<file path="config.mk">
export PLATFORM = sky130hd
export DESIGN_NAME = perm_mgate
export DESIGN_NICKNAME = d
export VERILOG_FILES = /design/src/rtl/perm_mgate_pkg.sv /design/src/rtl/pm_order_decode.sv /design/src/rtl/pm_role_gather.sv /design/src/rtl/pm_role_chain.sv /design/src/rtl/pm_role_scatter.sv /design/src/rtl/perm_mgate.sv
export SDC_FILE = /design/constraint.sdc
export NUM_CORES = 1
export LEC_CHECK = 0
export BUFFER_PORTS_ARGS = -buffer_cell sky130_fd_sc_hd__buf_4
export CAP_MARGIN = 20
export CORE_AREA = 3 3 40 42
export DETAILED_ROUTE_END_ITERATION = 10
export DIE_AREA = 0 0 43 45
export GPL_ROUTABILITY_DRIVEN = 0
export GPL_TIMING_DRIVEN = 1
export PLACE_DENSITY = 0.68
export SYNTH_ARGS = -nofsm -noshare
export SYNTH_HDL_FRONTEND = slang
export SYNTH_HIERARCHICAL = 1
export SYNTH_SLANG_ARGS = --single-unit
</file>
<file path="constraint.sdc">
create_clock -name vclk -period 2.8
set_clock_uncertainty 0.1 [all_clocks]
set_input_delay 0.28 -clock vclk [all_inputs]
set_output_delay 0.28 -clock vclk [all_outputs]
set_load 0.02 [all_outputs]
</file>
<file path="src/rtl/perm_mgate_pkg.sv">
package perm_mgate_pkg;

    // Width of one ordering field for an n-line gate (at least one bit).
    function automatic int fld_w(input int n);
        return (n > 1) ? $clog2(n) : 1;
    endfunction

endpackage

</file>
<file path="src/rtl/pm_order_decode.sv">
module pm_order_decode #(
    parameter int N = 4,
    parameter int W = 2
) (
    input  logic [N*W-1:0]        order_code,
    output logic [N-1:0][N-1:0]   role_sel,
    output logic                  order_ok
);

    // One-hot select: role_sel[r][p] is set when role r names line p.
    for (genvar r = 0; r < N; r++) begin : g_role
        for (genvar p = 0; p < N; p++) begin : g_line
            assign role_sel[r][p] = (order_code[r*W +: W] == W'(p));
        end
    end

    // Legal only when every line is claimed by exactly one role.
    always_comb begin
        logic [N-1:0] col;
        order_ok = 1'b1;
        for (int p = 0; p < N; p++) begin
            col = '0;
            for (int r = 0; r < N; r++) col[r] = role_sel[r][p];
            if (!$onehot(col)) order_ok = 1'b0;
        end
    end

    always_comb begin
        if (order_ok) begin
            for (int r = 0; r < N; r++) begin

                row_onehot_chk: assert ($onehot(role_sel[r]));
            end
        end
    end

endmodule

</file>
<file path="src/rtl/pm_role_gather.sv">
module pm_role_gather #(
    parameter int N = 4
) (
    input  logic [N-1:0][N-1:0] role_sel,
    input  logic [N-1:0]        line_in,
    output logic [N-1:0]        role_x
);

    for (genvar r = 0; r < N; r++) begin : g_pick
        assign role_x[r] = |(role_sel[r] & line_in);
    end

endmodule

</file>
<file path="src/rtl/pm_role_chain.sv">
module pm_role_chain #(
    parameter int N = 4
) (
    input  logic [N-1:0] role_x,
    output logic [N-1:0] role_y
);

    if (N == 1) begin : g_one
        assign role_y[0] = ~role_x[0];
    end else if (N == 2) begin : g_two
        assign role_y[0] = ~role_x[0];
        assign role_y[1] = role_x[1] ^ ~role_x[0];
        always_comb begin

            two_line_inv_chk: assert ((role_y[0] ^ role_y[1]) == role_x[1]);
        end
    end else begin : g_many
        always_comb begin
            logic [N-1:0] ry;
            logic         acc;
            ry    = '0;
            ry[2] = role_x[2] ^ role_x[1];
            ry[0] = role_x[0] ^ ry[2];
            ry[1] = ~role_x[1] ^ (ry[2] & ry[0]);
            acc   = ry[0] & ry[1] & ry[2];
            for (int m = 3; m < N; m++) begin
                ry[m] = role_x[m] ^ acc;
                acc   = acc & ry[m];
            end
            role_y = ry;
        end

        always_comb begin

            a1_recover_chk: assert ((role_y[0] ^ role_y[2]) == role_x[0]);

            a2_recover_chk: assert ((~(role_y[1] ^ (role_y[2] & role_y[0]))) == role_x[1]);
        end
    end

endmodule

</file>
<file path="src/rtl/pm_role_scatter.sv">
module pm_role_scatter #(
    parameter int N = 4
) (
    input  logic [N-1:0][N-1:0] role_sel,
    input  logic [N-1:0]        role_y,
    output logic [N-1:0]        line_out
);

    always_comb begin
        logic [N-1:0] col;
        for (int p = 0; p < N; p++) begin
            col = '0;
            for (int r = 0; r < N; r++) col[r] = role_sel[r][p];
            line_out[p] = |(col & role_y);
        end
    end

endmodule

</file>
<file path="src/rtl/perm_mgate.sv">
module perm_mgate #(
    parameter int N = 4,
    localparam int W = perm_mgate_pkg::fld_w(N)
) (
    input  logic [N-1:0]   data_in,
    input  logic [N*W-1:0] order_in,
    output logic [N-1:0]   data_out,
    output logic           order_bad
);

    logic [N-1:0][N-1:0] role_sel;
    logic                order_ok;
    logic [N-1:0]        role_x;
    logic [N-1:0]        role_y;
    logic [N-1:0]        mapped;

    pm_order_decode #(.N(N), .W(W)) u_decode (
        .order_code (order_in),
        .role_sel   (role_sel),
        .order_ok   (order_ok)
    );

    pm_role_gather #(.N(N)) u_gather (
        .role_sel (role_sel),
        .line_in  (data_in),
        .role_x   (role_x)
    );

    pm_role_chain #(.N(N)) u_chain (
        .role_x (role_x),
        .role_y (role_y)
    );

    pm_role_scatter #(.N(N)) u_scatter (
        .role_sel (role_sel),
        .role_y   (role_y),
        .line_out (mapped)
    );

    assign order_bad = ~order_ok;
    assign data_out  = order_ok ? mapped : data_in;

    always_comb begin

        bypass_chk: assert (!order_bad || (data_out == data_in));

        if (N == 1 && order_ok) begin
            single_line_chk: assert (data_out != data_in);
        end
    end

endmodule

</file>
==> summary.md, run 1 <==
| Metric | Value |
|---|---|
| Status | `finished with violations` |
| Violated checks | `setup timing` |
| Fin area | `between 0.001 and 0.0015 sq mm` |
| FF+latch area | `0 sq um` |
| Slowest cell on crit path | `fa_1` |
| VDD IR max | `around 0.11 mV` |
| Post-Syn Area per Cell | `roughly 8 sq um` |
| I/O Buffers | `17` |
| Die area | `a little under 0.002 sq mm` |
| DR vias/cell | `about 5.8` |
| Placed instance count | `approximately 120` |
| Layout clock buffers | `0` |
| Pin count of the biggest net entering global routing | `6` |
| Fill count | `80` |
| # setup viols final | `4` |
| Routed WL per cell | `about 17 microns` |
| Design Power | `~0.2 mW` |
| Library cells used by synthesis | `15` |
| DP Area | `between 800 and 900 sq um` |
| Final worst slack | `-0.03125 ns` |
| FFs & Latches | `0` |
| Synthesis Warnings | `6` |
| 1st-iter DRT viols | `24` |
| Commonest non-fill, non-tap cell in the layout | `buf_4` |
| Pre-Repair DR Iteration Count | `4` |
| Leakage Power | `between 0.5 and 0.6 nW` |
| Period minus WS final | `2.831 ns` |
| Fin cells | `approximately 120` |
| Final Cycle Share | `101.1%` |
| IO Count | `17` |
| Least-Margin Pin Slew | `between 0.3 and 0.4 ns` |
| DR vias | `around 680` |
| First-pass GRT wire length | `3353 microns` |
| Final hold vios | `0` |
| CP Class | `in -> out` |
| Std-Cell Rows | `13` |
| Seq/Total Area, Yosys | `0%` |
| Global-route usage over all layers | `approximately 23%` |
| Worst hold-check path type | `in -> out` |
| Final design utilization | `78.87%` |
| Hold buffer count at CTS | `0` |
| DRC | `0` |
| Cell Chain, Critical Path | `buf_12 -> nor2b_4 -> fa_1 -> ha_2 -> ha_4 -> nor4b_4 -> and3_4 -> mux2_4 -> buf_6` |
| Cell Pwr Density | `203.3 mW/mm^2` |
| # Max-Cap Violations | `0` |
| Setup TNS Final | `-0.1157 ns` |
| Global route overflow | `0` |
| Slew Viols, Final | `0` |
| CP startpoint kind | `input pin` |
| Commonest cells after routing, fill and taps aside | `buf_4 (22), a22oi_1 (16), buf_6 (8), nand2_1 (8), inv_1 (6)` |
| Initial Utilization | `between 40 and 50%` |
| Peak Freq | `353.2 MHz` |
| Final WL | `1953 microns` |
| Routed Antenna Nets | `0` |
| Core Area | `about 0.0013 sq mm` |
| Syn Inst Count | `71` |
| Final nets | `129` |
| Die width | `approximately 43 microns` |
| Slowest stage delay, CP | `about 0.56 ns` |
| CP endpoint kind | `output pin` |
| RSZ-0062 raised after global routing | `yes` |
| Worst path arrival time | `2.45 ns` |
| Layout cells sized above 1 | `about 53%` |
| Slew margin rel. | `79.25%` |
| Chip height | `~45 microns` |
| Post-DP HPWL | `about 1400 microns` |
| Syn_nets | `95` |
| Critical Path RT | `around 2.4 ns` |
| Vias in the first global route | `722` |
| Post-synthesis cell area | `570.5 sq um` |
| Initial antenna violation count | `0` |
| Worst Path Max Fanout | `5` |
| ANT cells | `0` |
| Synth-to-layout area growth | `77.63%` |
logic make-up (layout without fill, tap and decap cells):
group,Yosys count,count (layout),share of synthesized area (%)
AOI/OAI and AO/OA,16,16,21.05
xor gates and xnor gates,3,3,4.606
adders and majority gates,12,12,31.58
buffers and inverters,6,38,3.947
muxes,5,5,9.649
and+or+nand+nor,29,29,29.17
where the power goes:
part / switching [mW] / internal [mW] / total [mW]
Clock: 0 / 0 / 0
Sequential: 0 / 0 / 0
Combinational: 0.0995 / 0.106 / 0.206
Total: 0.0995 / 0.106 / 0.206
synth_stat cells, types with 2 or more instances:
library cell	number	area, sq um
xor2_1	3	26.28
fa_1	4	80.08
inv_1	6	22.52
nor4b_2	2	30.03
nor2_1	4	15.01
ha_1	8	100.1
mux2_2	4	45.04
a22oi_1	16	120.1
nor2b_1	8	50.05
nand2_1	11	41.29
layer usage:
metal | share of wire [%] | global-route usage [%] | wire length, microns | up-vias
met5 | 0 | 0 | 0 | -
met4 | 1.5 | 4.217 | 30 | 0
met3 | 5.5 | 1.992 | 108 | 4
met2 | 52 | 44.31 | 1024 | 26
met1 | 40 | 26.88 | 790 | 330
li1 | - | - | - | 324
path summary, 6_finish.rpt:
path | cells past startpoint | slack, ns | end | start
max | 9 | -0.03 | data_out[3] | order_in[3]
min | 3 | 0.82 | data_out[0] | data_in[0]
worst max-delay path: cells and delay by family:
| kind | cells | cell delay (ns) |
|---|---|---|
| and+or+nand+nor | 3 | 0.64 |
| muxes | 1 | 0.31 |
| adders and majority gates | 3 | 0.97 |
| buffers and inverters | 2 | 0.24 |
metrics by stage:
stage | worst slack, ns | hold WS [ns]
floorplan | 0.1011 | 0.6493
global placement | -0.2160 | 0.8353
detailed placement | -0.2979 | 0.8327
CTS | -0.002988 | 0.8153
global route | -0.1038 | 0.8374
finish | -0.03125 | 0.8230
area by class of cell:
type	instances	area, sq um	area share [%]
well taps	15	18.77	1.852
multi-input cells	65	681.9	67.28
inverters	6	22.52	2.222
repair buffers	32	290.3	28.64
repair_timing:
item / 4_1_cts / 5_1_grt
gates resized for setup: 41 / 4
buffers inserted: 2 / 0
pin swaps: 7 / 1
endpoints found under the setup margin: 5 / 5
Note: power is estimated with default switching activity, not from simulation.
==> inputs of run 2 (changes only) <==
- PLACE_DENSITY: 0.68 -> 0.76
- clock period: 2.8 -> 2.7 ns (I/O delays scaled with it)
==> summary.md, run 2 (synthesized netlist as in run 1, its figures left out) <==
| Metric | Value |
|---|---|
| Post-DP HPWL | `1410 microns (+0.84%)` |
| 1st-iter DRT viols | `34 (+42%)` |
| Global-route usage over all layers | `22.20% (-0.40 points)` |
| DR vias | `738 (+7.9%)` |
| CP Class | `in -> out` |
| Critical Path RT | `2.33 ns (-0.09 ns)` |
| Slew Viols, Final | `0 (unchanged)` |
| Final hold vios | `0 (unchanged)` |
| Synth-to-layout area growth | `95.83%` |
| Core Area | `0.001285 sq mm (unchanged)` |
| Std-Cell Rows | `13 (unchanged)` |
| Routed Antenna Nets | `0 (unchanged)` |
| Peak Freq | `351.2 MHz` |
| Hold buffer count at CTS | `0 (unchanged)` |
| Die width | `43 microns (unchanged)` |
| FF+latch area | `0 sq um (unchanged)` |
| Final worst slack | `-0.1474 ns (-0.1161 ns)` |
| Layout clock buffers | `0 (unchanged)` |
| DRC | `0 (unchanged)` |
| VDD IR max | `0.1253 mV (+13%)` |
| Vias in the first global route | `719 (-0.42%)` |
| Commonest non-fill, non-tap cell in the layout | `buf_4` |
| Chip height | `45 microns (unchanged)` |
| Final Cycle Share | `105.5%` |
| Period minus WS final | `roughly 2.8 ns` |
| Fin Hold WS | `0.7971 ns (-0.02593 ns)` |
| Design Power | `0.2521 mW (+22%)` |
| CP startpoint kind | `input pin` |
| I/O Buffers | `17 (unchanged)` |
| Worst hold-check path type | `in -> out` |
| Slew margin rel. | `72.19% (-7.1 points)` |
| FFs & Latches | `0 (unchanged)` |
| Leakage Power | `0.5462 nW (+5.8%)` |
| First-pass GRT wire length | `3263 microns (-2.7%)` |
| Initial Utilization | `44.40% (unchanged)` |
| CP endpoint kind | `output pin` |
| Violated checks | `setup timing` |
| Worst path arrival time | `2.48 ns (+0.03 ns)` |
| Final nets | `133 (+3.1%)` |
| Initial antenna violation count | `0 (unchanged)` |
| Commonest cells after routing, fill and taps aside | `buf_4 (27), a22oi_1 (16), nand2_1 (8), nor2b_4 (6)` |
| Final WL | `2481 microns (+27%)` |
| Pre-Repair DR Iteration Count | `4 (unchanged)` |
| Die area | `0.001935 sq mm (unchanged)` |
| Cell Pwr Density | `225.7 mW/mm^2 (+11%)` |
| Final design utilization | `86.95% (+8.1 points)` |
| Pin count of the biggest net entering global routing | `6 (unchanged)` |
| Setup TNS Final | `-0.6284 ns (-0.5127 ns)` |
| Routed WL per cell | `20.34 microns (+23%)` |
| ANT cells | `0 (unchanged)` |
| Worst Path Max Fanout | `5 (unchanged)` |
| # setup viols final | `5 (+1)` |
| Layout cells sized above 1 | `60.75% (+7.3 points)` |
| RSZ-0062 raised after global routing | `yes` |
| Global route overflow | `0 (unchanged)` |
| IO Count | `17 (unchanged)` |
| DR vias/cell | `6.049 (+4.4%)` |
| Status | `finished with violations` |
| # Max-Cap Violations | `0 (unchanged)` |
| Least-Margin Pin Slew | `0.4056 ns (+0.1029 ns)` |
==> run 2: cell count changes in the layout (fill, tap and decap cells not counted), moves of 3 or more <==
| cell | previous run | this run |
|---|---|---|
| buf_4 | 22 | 27 |
| ha_1 | 4 | 0 |
| ha_4 | 2 | 5 |
| buf_6 | 8 | 5 |
==> run 2: worst paths after layout <==
check	startpoint	end	slack [ns]	cells after the start
worst max-delay path	order_in[7]	data_out[2]	-0.15	9
worst min-delay path	data_in[0]	data_out[0]	0.80	3
==> run 2: layout make-up <==
| cell class | count | area, sq um |
|---|---|---|
| inverters | 6 | 22.52 |
| well taps | 15 | 18.77 |
| repair buffers | 36 | 329.1 |
| fillers | 62 | 167.7 |
| multi-input cells | 65 | 747.0 |
==> run 2: per-stage QoR <==
step / cell area (sq um) / instances / setup slack, ns
2_1_floorplan: 570.5 / 71 / 0.02113
3_3_place_gp: 822.0 / 117 / -0.2865
3_5_place_dp: 822.0 / 117 / -0.4007
4_1_cts: 1018 / 119 / -0.1018
5_1_grt: 1117 / 122 / -0.1734
6_report: 1117 / 122 / -0.1474
==> run 2: per-layer routing <==
| layer | global-route usage, % | part of all wire [%] | vias to the layer above |
|---|---|---|---|
| met5 | 0 | 0 | - |
| met4 | 3.012 | 3.2 | 0 |
| met3 | 1.195 | 6.2 | 10 |
| met2 | 43.11 | 52 | 35 |
| met1 | 27.67 | 38 | 360 |
| li1 | - | - | 333 |
==> run 2: what timing repair did <==
item | 4_1_cts | 5_1_grt
gates resized for setup | 42 | 15
endpoints found under the setup margin | 5 | 5
buffers inserted | 2 | 3
pin swaps | 10 | 6
==> run 2: critical path, cell delays in order <==
cell and delay [ns]:
buf_4 0.14, nor2b_4 0.14, fa_1 0.54, ha_2 0.22
ha_4 0.21, nor4b_4 0.21, and3_4 0.28, mux2_4 0.32
buf_6 0.13
==> run 2: report_power, final <==
part	switching, mW	internal (mW)
combinational	0.121	0.131
sequential	0	0
clock	0	0
total	0.121	0.131
